$ cat config.mk
export PLATFORM = sky130hd
export DESIGN_NAME = crl_loader
export DESIGN_NICKNAME = d
export VERILOG_FILES = /design/src/rtl/crl_pkg.sv /design/src/rtl/crl_serial_rx.sv /design/src/rtl/crl_parallel_rx.sv /design/src/rtl/crl_reg_bank.sv /design/src/rtl/crl_loader.sv
export SDC_FILE = /design/constraint.sdc
export NUM_CORES = 1
export LEC_CHECK = 0
export ABC_CLOCK_PERIOD_IN_PS = 2000
export BUFFER_PORTS_ARGS = -buffer_cell sky130_fd_sc_hd__buf_4
export CORE_UTILIZATION = 30
export DETAILED_ROUTE_END_ITERATION = 12
export PLACE_DENSITY = 0.44
export SYNTH_ARGS = -nofsm -noshare
export SYNTH_HDL_FRONTEND = slang
export SYNTH_SLANG_ARGS = --single-unit
$ cat constraint.sdc
create_clock -name clk -period 2 [get_ports clk]
set_input_delay 0.2 -clock clk [delete_from_list [all_inputs] [get_ports clk]]
set_output_delay 0.2 -clock clk [all_outputs]
set_load 0.05 [all_outputs]
$ cat src/rtl/crl_pkg.sv
package crl_pkg;

    localparam int REG_W      = 8;
    localparam int NIB_W      = 4;
    localparam int SEL_W      = 4;
    localparam int NREG       = 5;
    localparam int PAR_SEL_W  = 3;
    localparam int SER_ADDR_W = 8;
    localparam int SER_DATA_W = 16;
    localparam int THR_W      = 3;
    localparam int CNT_W      = NIB_W + 1;

    // Address as shifted in LSB-first: first bit sent lands in bit 0.
    localparam logic [SER_ADDR_W-1:0] SER_WR_ADDR = 8'hFA;
    localparam logic [SER_ADDR_W-1:0] SER_RD_ADDR = 8'hFB;

    localparam logic [REG_W-1:0] BLK_MAX  = 8'd189;
    localparam int               THR_BASE = 8;

    localparam logic [SEL_W-1:0] SEL_ALLOW  = 4'd0;
    localparam logic [SEL_W-1:0] SEL_BLKP   = 4'd1;
    localparam logic [SEL_W-1:0] SEL_FRMP   = 4'd2;
    localparam logic [SEL_W-1:0] SEL_THR    = 4'd3;
    localparam logic [SEL_W-1:0] SEL_BLKNUM = 4'd4;

    localparam logic [REG_W-1:0] DEF_ALLOW  = 8'h22;
    localparam logic [REG_W-1:0] DEF_BLKP   = 8'h17;
    localparam logic [REG_W-1:0] DEF_FRMP   = 8'h17;
    localparam logic [THR_W-1:0] DEF_THR    = 3'd7;
    localparam logic [REG_W-1:0] DEF_BLKNUM = 8'd0;

    typedef struct packed {
        logic             vld;
        logic [SEL_W-1:0] sel;
        logic [REG_W-1:0] data;
    } wr_req_t;

    typedef struct packed {
        logic [REG_W-1:0] allow;
        logic [REG_W-1:0] blk_prot;
        logic [REG_W-1:0] frm_prot;
        logic [THR_W-1:0] thr;
        logic [REG_W-1:0] blk_num;
    } ctrl_regs_t;

endpackage

$ cat src/rtl/crl_serial_rx.sv
module crl_serial_rx
    import crl_pkg::*;
#(
    parameter int ADDR_W = SER_ADDR_W,
    parameter int DATA_W = SER_DATA_W
) (
    input  logic    clk,
    input  logic    rst_n,
    input  logic    enable,
    input  logic    ser_clk,
    input  logic    ser_en,
    input  logic    ser_din,
    output wr_req_t wr_req,
    output logic    rd_sel
);

    localparam int ACNT_W = $clog2(ADDR_W + 1);
    localparam int DCNT_W = $clog2(DATA_W + 2);
    localparam logic [ACNT_W-1:0] ACNT_FULL = ACNT_W'(ADDR_W);
    localparam logic [DCNT_W-1:0] DCNT_FULL = DCNT_W'(DATA_W);
    localparam logic [DCNT_W-1:0] DCNT_OVER = DCNT_W'(DATA_W + 1);

    typedef struct packed {
        logic              clk_s;
        logic              en_s;
        logic [ADDR_W-1:0] addr_sr;
        logic [ACNT_W-1:0] addr_cnt;
        logic [DATA_W-1:0] data_sr;
        logic [DCNT_W-1:0] data_cnt;
        logic              is_wr;
        logic              is_rd;
        wr_req_t           wr;
    } ser_st_t;

    ser_st_t st_d, st_q;
    logic clk_rise, en_rise, en_fall;

    always_comb begin
        st_d       = st_q;
        st_d.clk_s = ser_clk;
        st_d.en_s  = ser_en;
        st_d.wr    = '0;
        clk_rise   = ser_clk & ~st_q.clk_s;
        en_rise    = ser_en & ~st_q.en_s;
        en_fall    = ~ser_en & st_q.en_s;
        if (!enable) begin
            st_d.addr_cnt = '0;
            st_d.data_cnt = '0;
            st_d.is_wr    = 1'b0;
            st_d.is_rd    = 1'b0;
        end else if (en_rise) begin
            st_d.is_wr    = (st_q.addr_cnt == ACNT_FULL) && (st_q.addr_sr == SER_WR_ADDR);
            st_d.is_rd    = (st_q.addr_cnt == ACNT_FULL) && (st_q.addr_sr == SER_RD_ADDR);
            st_d.data_cnt = '0;
        end else if (en_fall) begin
            if (st_q.is_wr && st_q.data_cnt == DCNT_FULL) begin
                st_d.wr.vld  = 1'b1;
                st_d.wr.sel  = st_q.data_sr[2*REG_W-5 -: SEL_W];
                st_d.wr.data = st_q.data_sr[REG_W-1:0];
            end
            st_d.is_wr    = 1'b0;
            st_d.is_rd    = 1'b0;
            st_d.addr_cnt = '0;
            st_d.data_cnt = '0;
        end else if (clk_rise) begin
            if (st_q.en_s) begin
                st_d.data_sr = {ser_din, st_q.data_sr[DATA_W-1:1]};
                if (st_q.data_cnt != DCNT_OVER) begin
                    st_d.data_cnt = st_q.data_cnt + 1'b1;
                end
            end else begin
                st_d.addr_sr = {ser_din, st_q.addr_sr[ADDR_W-1:1]};
                if (st_q.addr_cnt != ACNT_FULL) begin
                    st_d.addr_cnt = st_q.addr_cnt + 1'b1;
                end
            end
        end
    end

    always_ff @(posedge clk or negedge rst_n) begin
        if (!rst_n) begin
            st_q       <= '0;
            st_q.clk_s <= 1'b1;
        end else begin
            st_q <= st_d;
        end
    end

    assign wr_req = st_q.wr;
    assign rd_sel = st_q.is_rd;

    // a serial write request only follows a cycle in serial mode
    a_r5_ser_mode_only: assert property (@(posedge clk) disable iff (!rst_n)
        st_q.wr.vld |-> $past(enable));

    // a commit only follows an enable fall with exactly 16 data bits
    a_r2_commit_len: assert property (@(posedge clk) disable iff (!rst_n)
        st_q.wr.vld |-> ($past(st_q.data_cnt) == DCNT_FULL) && $past(st_q.en_s));

endmodule

$ cat src/rtl/crl_parallel_rx.sv
module crl_parallel_rx
    import crl_pkg::*;
#(
    parameter int SELW = PAR_SEL_W,
    parameter int DW   = REG_W
) (
    input  logic            clk,
    input  logic            rst_n,
    input  logic            enable,
    input  logic [SELW-1:0] par_sel,
    input  logic [DW-1:0]   par_data,
    input  logic            par_stb_n,
    output wr_req_t         wr_req,
    output logic            dat_in
);

    typedef struct packed {
        logic            stb_s;
        logic [SELW-1:0] sel_s;
        logic [DW-1:0]   data_s;
        wr_req_t         wr;
    } par_st_t;

    par_st_t st_d, st_q;
    logic stb_rise;

    always_comb begin
        st_d       = st_q;
        st_d.stb_s = par_stb_n;
        st_d.wr    = '0;
        stb_rise   = par_stb_n & ~st_q.stb_s;
        if (!par_stb_n) begin
            st_d.sel_s  = par_sel;
            st_d.data_s = par_data;
        end
        if (enable && stb_rise) begin
            st_d.wr.vld  = 1'b1;
            st_d.wr.sel  = SEL_W'(st_q.sel_s);
            st_d.wr.data = st_q.data_s;
        end
    end

    always_ff @(posedge clk or negedge rst_n) begin
        if (!rst_n) begin
            st_q       <= '0;
            st_q.stb_s <= 1'b1;
        end else begin
            st_q <= st_d;
        end
    end

    assign wr_req = st_q.wr;
    assign dat_in = enable & ~par_stb_n;

    // a parallel write request only follows a cycle in parallel mode
    a_r5_par_mode_only: assert property (@(posedge clk) disable iff (!rst_n)
        st_q.wr.vld |-> $past(enable));

    // a request follows a cycle in which the strobe was sampled low
    a_r4_after_low: assert property (@(posedge clk) disable iff (!rst_n)
        st_q.wr.vld |-> $past(par_stb_n) && !$past(st_q.stb_s));

endmodule

$ cat src/rtl/crl_reg_bank.sv
module crl_reg_bank
    import crl_pkg::*;
#(
    parameter int NUM_REGS = NREG
) (
    input  logic       clk,
    input  logic       rst_n,
    input  wr_req_t    wr_req,
    output ctrl_regs_t regs
);

    localparam int NNIB = REG_W / NIB_W;

    ctrl_regs_t rf_d, rf_q;
    logic [REG_W-1:0] blk_merge, frm_merge;
    logic sel_in_range;

    // Per-nibble merge: a zero code keeps the stored nibble.
    for (genvar g = 0; g < NNIB; g++) begin : g_nib
        assign blk_merge[g*NIB_W +: NIB_W] = (wr_req.data[g*NIB_W +: NIB_W] == '0)
            ? rf_q.blk_prot[g*NIB_W +: NIB_W] : wr_req.data[g*NIB_W +: NIB_W];
        assign frm_merge[g*NIB_W +: NIB_W] = (wr_req.data[g*NIB_W +: NIB_W] == '0)
            ? rf_q.frm_prot[g*NIB_W +: NIB_W] : wr_req.data[g*NIB_W +: NIB_W];
    end

    assign sel_in_range = (32'(wr_req.sel) < NUM_REGS);

    always_comb begin
        rf_d = rf_q;
        if (wr_req.vld && sel_in_range) begin
            case (wr_req.sel)
                SEL_ALLOW:  rf_d.allow    = wr_req.data;
                SEL_BLKP:   rf_d.blk_prot = blk_merge;
                SEL_FRMP:   rf_d.frm_prot = frm_merge;
                SEL_THR:    rf_d.thr      = wr_req.data[THR_W-1:0];
                SEL_BLKNUM: begin
                    if (wr_req.data <= BLK_MAX) begin
                        rf_d.blk_num = wr_req.data;
                    end
                end
                default: ;
            endcase
        end
    end

    always_ff @(posedge clk or negedge rst_n) begin
        if (!rst_n) begin
            rf_q.allow    <= DEF_ALLOW;
            rf_q.blk_prot <= DEF_BLKP;
            rf_q.frm_prot <= DEF_FRMP;
            rf_q.thr      <= DEF_THR;
            rf_q.blk_num  <= DEF_BLKNUM;
        end else begin
            rf_q <= rf_d;
        end
    end

    assign regs = rf_q;

    // stored protection codes never hold a zero nibble
    a_r7_prot_nonzero: assert property (@(posedge clk) disable iff (!rst_n)
        (rf_q.blk_prot[3:0] != '0) && (rf_q.blk_prot[7:4] != '0) &&
        (rf_q.frm_prot[3:0] != '0) && (rf_q.frm_prot[7:4] != '0));

    // readout block number stays in range
    a_r9_blk_range: assert property (@(posedge clk) disable iff (!rst_n)
        rf_q.blk_num <= BLK_MAX);

    // without an in-range request the bank holds
    a_r10_hold: assert property (@(posedge clk) disable iff (!rst_n)
        !(wr_req.vld && sel_in_range) |=> $stable(rf_q));

endmodule

$ cat src/rtl/crl_loader.sv
module crl_loader
    import crl_pkg::*;
(
    input  logic                 clk,
    input  logic                 rst_n,
    input  logic                 mode_serial,
    input  logic                 ser_clk,
    input  logic                 ser_en,
    input  logic                 ser_din,
    input  logic [PAR_SEL_W-1:0] par_sel,
    input  logic [REG_W-1:0]     par_data,
    input  logic                 par_stb_n,
    output logic                 par_dat_in,
    output logic                 ser_rd_sel,
    output logic [NIB_W-1:0]     err_back,
    output logic [NIB_W-1:0]     err_fwd,
    output logic [CNT_W-1:0]     blk_prot_back,
    output logic [CNT_W-1:0]     blk_prot_fwd,
    output logic [CNT_W-1:0]     frm_prot_back,
    output logic [CNT_W-1:0]     frm_prot_fwd,
    output logic [NIB_W-1:0]     corr_thresh,
    output logic [REG_W-1:0]     skip_block
);

    wr_req_t    ser_wr, par_wr, bank_wr;
    ctrl_regs_t regs;

    crl_serial_rx #(.ADDR_W(SER_ADDR_W), .DATA_W(SER_DATA_W)) u_ser (
        .clk     (clk),
        .rst_n   (rst_n),
        .enable  (mode_serial),
        .ser_clk (ser_clk),
        .ser_en  (ser_en),
        .ser_din (ser_din),
        .wr_req  (ser_wr),
        .rd_sel  (ser_rd_sel)
    );

    crl_parallel_rx #(.SELW(PAR_SEL_W), .DW(REG_W)) u_par (
        .clk       (clk),
        .rst_n     (rst_n),
        .enable    (~mode_serial),
        .par_sel   (par_sel),
        .par_data  (par_data),
        .par_stb_n (par_stb_n),
        .wr_req    (par_wr),
        .dat_in    (par_dat_in)
    );

    always_comb begin
        bank_wr = ser_wr.vld ? ser_wr : par_wr;
    end

    crl_reg_bank #(.NUM_REGS(NREG)) u_bank (
        .clk    (clk),
        .rst_n  (rst_n),
        .wr_req (bank_wr),
        .regs   (regs)
    );

    always_comb begin
        err_back      = regs.allow[REG_W-1 -: NIB_W];
        err_fwd       = regs.allow[NIB_W-1:0];
        blk_prot_back = {1'b0, regs.blk_prot[REG_W-1 -: NIB_W]} + 1'b1;
        blk_prot_fwd  = {1'b0, regs.blk_prot[NIB_W-1:0]} + 1'b1;
        frm_prot_back = {1'b0, regs.frm_prot[REG_W-1 -: NIB_W]} + 1'b1;
        frm_prot_fwd  = {1'b0, regs.frm_prot[NIB_W-1:0]} + 1'b1;
        corr_thresh   = NIB_W'(THR_BASE) + {1'b0, regs.thr};
        skip_block    = regs.blk_num;
    end

    // the two ports never both request in one cycle
    a_r5_one_port: assert property (@(posedge clk) disable iff (!rst_n)
        !(ser_wr.vld && par_wr.vld));

    // threshold stays within its mapped range
    a_r8_thresh_range: assert property (@(posedge clk) disable iff (!rst_n)
        corr_thresh >= NIB_W'(THR_BASE));

endmodule

# --- After elaboration in Yosys (flattened, before gate mapping) ---
# Index checks and enable logic that the tools add are counted.
op_classes:
  eq_ne: 18
  reduce_logical: 19
  mux: 18
  magnitude_cmp: 2
  addsub: 7
  bitwise_logic: 15
op_table:
  columns: ["op", "count"]
  rows:
  - ["$mux W13", 5]
  - ["$mux W25", 1]
  - ["$mux W21", 1]
  - ["$add A4 B1 Y5 const B", 4]
  - ["$mux W20", 1]
  - ["$reduce_and A3 Y1", 6]
  - ["$eq A8 B8 Y1 const B", 2]
  - ["$mux W16", 1]
  - ["$mux W4", 4]
  - ["$mux W15", 1]
  - ["$mux W7", 2]
  - ["$logic_not A4 Y1", 3]
  - ["$ne A4 B1 Y1 const B", 3]
  - ["$mux W5", 2]
  - ["$not A1 Y1", 10]
  - ["$reduce_and A5 Y1", 2]
  - ["$ne A3 B1 Y1 const B", 3]
  - ["$eq A4 B2 Y1 const B", 2]
  - ["$le A8 B8 Y1 const B", 1]
  - ["$add A5 B1 Y5 const B", 1]
  - ["$and A1 B1 Y1", 5]
  - ["$eq A5 B5 Y1 const B", 1]
  - ["$logic_and A1 B1 Y1", 5]
  - ["$ne A5 B5 Y1 const B", 1]
  - ["other kinds (11)", 12]
word_totals:
  reg_bits: 110
  inputBits: 18
  word_cells: 103
  out_inout_bits: 42

# --- Depth between registers and ports, before layout ---
depth:
  ltp_word: 7
  mapped_depth: 6
  depth_no_buf: 6

# --- Hierarchy ---
# A second synthesis with hierarchy kept.
hier_totals:
  cells_unflattened: 378
  hier_area_um2: 5126.2
modules_own_cells:
  columns: ["module", "cells_per_inst", "seq_area_each_um2", "n_inst", "area_per_inst_um2"]
  rows:
  - ["crl_serial_rx", 176, 1252.5, 1, 2175.8]
  - ["crl_reg_bank", 94, 892.1, 1, 1546.5]
  - ["crl_parallel_rx", 67, 601.8, 1, 1022.2]
  - ["crl_loader", 41, 0.0, 1, 381.6]

# --- Least setup slack after synthesis ---
# Ideal clock, no wire load.
synth_timing:
  path_type: "register to register"
  start: "register u_ser.st_q (netlist bit u_ser.wr_req[12])"
  end: "register u_bank.rf_q (netlist bit u_bank.regs[14])"
  path_slack_ns: 0.226
  synth_period_minus_slack_ns: 1.774
  setup_time_ns: 0.125
  required_ns: 1.875
  arrival_time_ns: 1.650
  stages_incl_launch_ff: 5
  path_buffers: 0
  cell_sequence: "dfrtp_1 > or4b_1 > o21ai_0 > nor3b_4 > mux2_2"
synth_via:
  elab_chain_len: 4
  elab_cells_between_ends: 7
  cone_classes: "order compare (1); eq/ne (1); mux (1); bitwise (1); reduce/logical (3)"
synth_rtl:
  columns: ["element", "line_no", "rtl"]
  rows:
  - ["from (decl)", "crl_serial_rx.sv:35", "ser_st_t st_d, st_q;"]
  - ["from (signal assigned)", "crl_serial_rx.sv:85", "st_q <= st_d;"]
  - ["$mux W13 (*)", "crl_loader.sv:51", "bank_wr = ser_wr.vld ? ser_wr : par_wr;"]
  - ["$lt A4 B3 Y1 / $logic_not A4 Y1 (equally long branches)", "crl_reg_bank.sv:26, crl_reg_bank.sv:22", null]
  - ["$logic_and A1 B1 Y1 / $not A1 Y1 (equally long branches)", null, null]
  - ["$reduce_and A3 Y1 (no source line)", null, null]
  - ["to (signal assigned)", "crl_reg_bank.sv:54", "rf_q <= rf_d;"]
  - ["to (decl)", "crl_reg_bank.sv:14", "ctrl_regs_t rf_d, rf_q;"]
# Every way passes the cells marked *; elsewhere a longest branch is shown, timed or not.
# A chain may end at the register's enable or synchronous reset.

# --- Worst setup path in the final report ---
layout_timing:
  start: "register u_ser.st_q (netlist bit u_ser.wr_req[12])"
  end: "register u_bank.rf_q (netlist bit u_bank.regs[22])"
layout_via:
  elab_chain_len: 4
  elab_cells_between_ends: 7
  cone_classes: "order compare (1); eq/ne (1); mux (1); bitwise (1); reduce/logical (3)"
layout_rtl:
  columns: ["element", "line_no"]
  rows:
  - ["$mux W13 (*)", "crl_loader.sv:51"]
  - ["$lt A4 B3 Y1 / $logic_not A4 Y1 (equally long branches)", "crl_reg_bank.sv:26, crl_reg_bank.sv:20"]
  - ["$logic_and A1 B1 Y1 / $not A1 Y1 (equally long branches)", null]
  - ["$reduce_and A3 Y1 (no source line)", null]
# Marked as above.

==> summary.txt <==
Layout
  – Area of the multi-input gates: 0.001956 mm²
  – Layout area overhead: 20.34%
  – Cell Count, Final, Fillers Out: 657
  – Post-layout util: 37.15%
  – Register area: 0.002746 mm²
  – Share of cells above drive strength 1: 42.63%
  – Design area: 0.005944 mm²
  – Fin nets: ~470
  – # diodes: 0
  – Fill cells: 1601

Run status
  – Outcome: complete, no violations

Clock network
  – Worst-skew pair later-pin latency: 0.35 ns
  – Clock-pin transition on the worst setup and hold timing paths: 0.07 ns
  – H-tree level count: 3
  – Num CTS Buffers: 9
  – Root Driver: clkbuf_16
  – CTS sink cnt: approximately 110
  – CTS tree: built
  – Bufs on Longest Clock Path: 2

GRT
  – Number of global-route vias before repair: 2982
  – Grt ovf: 0
  – GRT Overall Usage: about 12%
  – First-pass GRT wire length: about 15000 µm
  – Initial antenna violation count: 0
  – Largest net degree at the start of global routing: between 40 and 50

Yosys
  – Yosys warns: 0
  – Post-synth top cells: dfrtp_1 (94), mux2_2 (77), and2_1 (23)
  – Post-synth top area share: between 40% and 50%
  – Mean Syn Cell Area: 13.03 µm²
  – Area leader, netlist: dfrtp_1
  – #FFs+latches synth: 109
  – Synth Net Count: 409
  – Number of flops mapped to enable cells by yosys: 0
  – Async set-reset flop share out of synthesis: 100.0%
  – Post-synthesis cell area: 0.004940 mm²
  – Most frequent cell after synthesis: dfrtp_1
  – Sequential area share after synthesis: 55.60%
  – Most used DFF post-synth: dfrtp_1
  – Top cells by area, synth: dfrtp_1 (48%), mux2_2 (18%), dfstp_2 (8.0%)
  – Syn Inst Count: 379
  – Unique cell type count in the Yosys netlist: 52

Worst setup path
  – CP Class: flop to flop
  – Crit path DAT: 2.13 ns
  – Cell family with most CP delay: simple AND/OR/NAND/NOR gates
  – WP buf/inv: 1
  – Critical path fanouts, max: 10
  – Worst path cell trace: buf_4 > or4_1 > o22ai_2 > nor3_2 > mux2_2
  – CP endpoint kind: flop
  – Req. time, crit path: 2.24 ns
  – CP peak stage delay: 0.53 ns
  – CP startpoint kind: flop
  – Slowest cell on crit path: or4_1

Floorplan
  – Row Count: 46
  – I/O pin total: 60
  – DIE WIDTH: 130.3 µm
  – CORE AREA: between 0.015 and 0.02 mm²
  – Starting Density: between 30% and 40%
  – Die Footprint: 0.01698 mm²
  – Die H: 130.3 µm

Timing
  – Hold Worst Slack: slightly below 0.04 ns
  – Period utilization: between 90 and 100%
  – Worst slew pin tran: 0.6041 ns
  – Fin crit period: 1.889 ns
  – Max frequency: 529.3 MHz
  – RSZ-0062 raised after global routing: yes
  – Final Hold Vio Count: 0
  – Worst slew margin: 59.30%
  – Endpoints failing setup: 0
  – Final Skew: 0.009136 ns
  – Pins over their slew limit: 0

Power
  – Combinational Power Share: 7.9%
  – Sequential share of power: 50.3%
  – Leak: 2.802 nW
  – Switching Share: between 20 and 25%
  – Clock Power Share: 41.7%
  – Switching Power: 0.001072 W
  – Worst vdd ir: 0.4242 mV
  – Power Dens Cells: 785.2 mW/mm²
  – Int Power: approximately 0.0036 W

Routing
  – Via density: 4.543
  – Via count: 2985
  – Routed len/inst: between 10 and 15 µm
  – Final antenna-violating net count: 0
  – WL final: 9374 µm
  – DR iter-0 viols: 122
  – DRC violation count after routing: 0
  – First drt pass iteration count: 4

Placed design
  – Post-DP HPWL: 6851 µm
  – IO Port Bufs: 58
  – Area post-placement: ~0.0056 mm²
  – GPL Wtd Cong: 0.7640
  – Placed cell count: 638

Job
  – Max-cap violations: 0

Worst hold path
  – Hold WC Path Type: primary input to flop
power by group through the flow:
stage               Sequential, W  Clock [W]  Combinational [W]
floorplan                 0.00237          0           0.000251
global route              0.00236    0.00211           0.000410
CTS                       0.00235    0.00203           0.000376
global placement          0.00239          0           0.000367
finish                    0.00235    0.00195           0.000370
detailed placement        0.00239          0           0.000371
cell type report:
cell class / instances / share of cell area [%]
Sequential cell: 109 / 46.20
Clock inverter: 6 / 1.579
Clock buffer: 10 / 4.020
Inverter: 15 / 0.9472
Tap cell: 216 / 4.546
Multi-Input combinational cell: 227 / 32.90
Timing Repair Buffer: 74 / 9.808
sequential cells by signal, indices dropped and copies added (netlist names):
| name | flops |
|---|---|
| u_ser.st_q | 36 |
| u_bank.regs | 35 |
| u_ser.wr_req | 13 |
| u_par.st_q | 12 |
| u_par.wr_req | 12 |
| u_ser.rd_sel | 1 |
path summary, 6_finish.rpt:
kind | to | slack (ns) | cells past startpoint | from
max | u_bank.regs[22] | 0.11 | 5 | u_ser.wr_req[12]
min | u_par.st_q[24] | 0.04 | 1 | par_stb_n
max reg2reg | u_bank.regs[22] | 0.11 | 5 | u_ser.wr_req[12]
min reg2reg | u_ser.st_q[39] | 0.48 | 1 | u_ser.st_q[39]
max in group asynchronous | u_bank.regs[21] | 0.94 | 3 | rst_n
min in group asynchronous | u_bank.regs[25] | 0.33 | 2 | rst_n
layout by cell type, fill, tap and decap left out, types with 3 or more instances in the layout:
cell and count:
o21ai_0 8, dfstp_2 15, buf_4 68, xnor2_1 4, inv_1 15, and3_1 4, a21oi_1 6, dfrtp_1 94
nand3b_1 4, clkbuf_16 9, nand2_1 13, nand4_1 3, nor2_1 9, dlygate4sd3_1 3, and2_1 23, nor3b_1 4
nand3_1 9, mux2_2 77, nor3_1 3, or3_1 3, xor2_1 4, ha_1 12
logic make-up (layout without fill, tap and decap cells):
kind of cell             Yosys count  in the layout  synth area share, %
adder cells (fa/ha/maj)           12             12                3.039
AO/OA/AOI/OAI                     32             32                4.863
AND/OR/NAND/NOR                   95             95                11.96
other                              1              1              0.07591
multiplexers                      79             79                17.96
flip-flops                       109            109                55.60
buffers and inverters             43            105                5.091
XOR/XNOR                           8              8                1.418
metrics by stage:
stage / worst slack [ns] / total power [W] / TNS [ns]
2_1_floorplan: 0.2255 / 0.002624 / 0
3_3_place_gp: 0.1069 / 0.002757 / 0
3_5_place_dp: 0.09830 / 0.002763 / 0
4_1_cts: 0.03405 / 0.004755 / 0
5_1_grt: -0.005157 / 0.004881 / -0.005157
6_report: 0.1107 / 0.004667 / 0
per-layer routing:
layer	wire length (µm)	track usage, %
met1	4462	15.76
met2	4389	19.18
met3	380	3.772
met4	142	4.514
met5	0	0
what timing repair did:
| item | CTS | global route |
|---|---|---|
| hold endpoints to repair | 27 | 0 |
| setup buffers | 0 | 0 |
| resized for setup | 0 | 5 |
| endpoints found under the setup margin | 0 | 16 |
| hold buffers | 3 | 0 |
(Power assumes the default switching activity.)
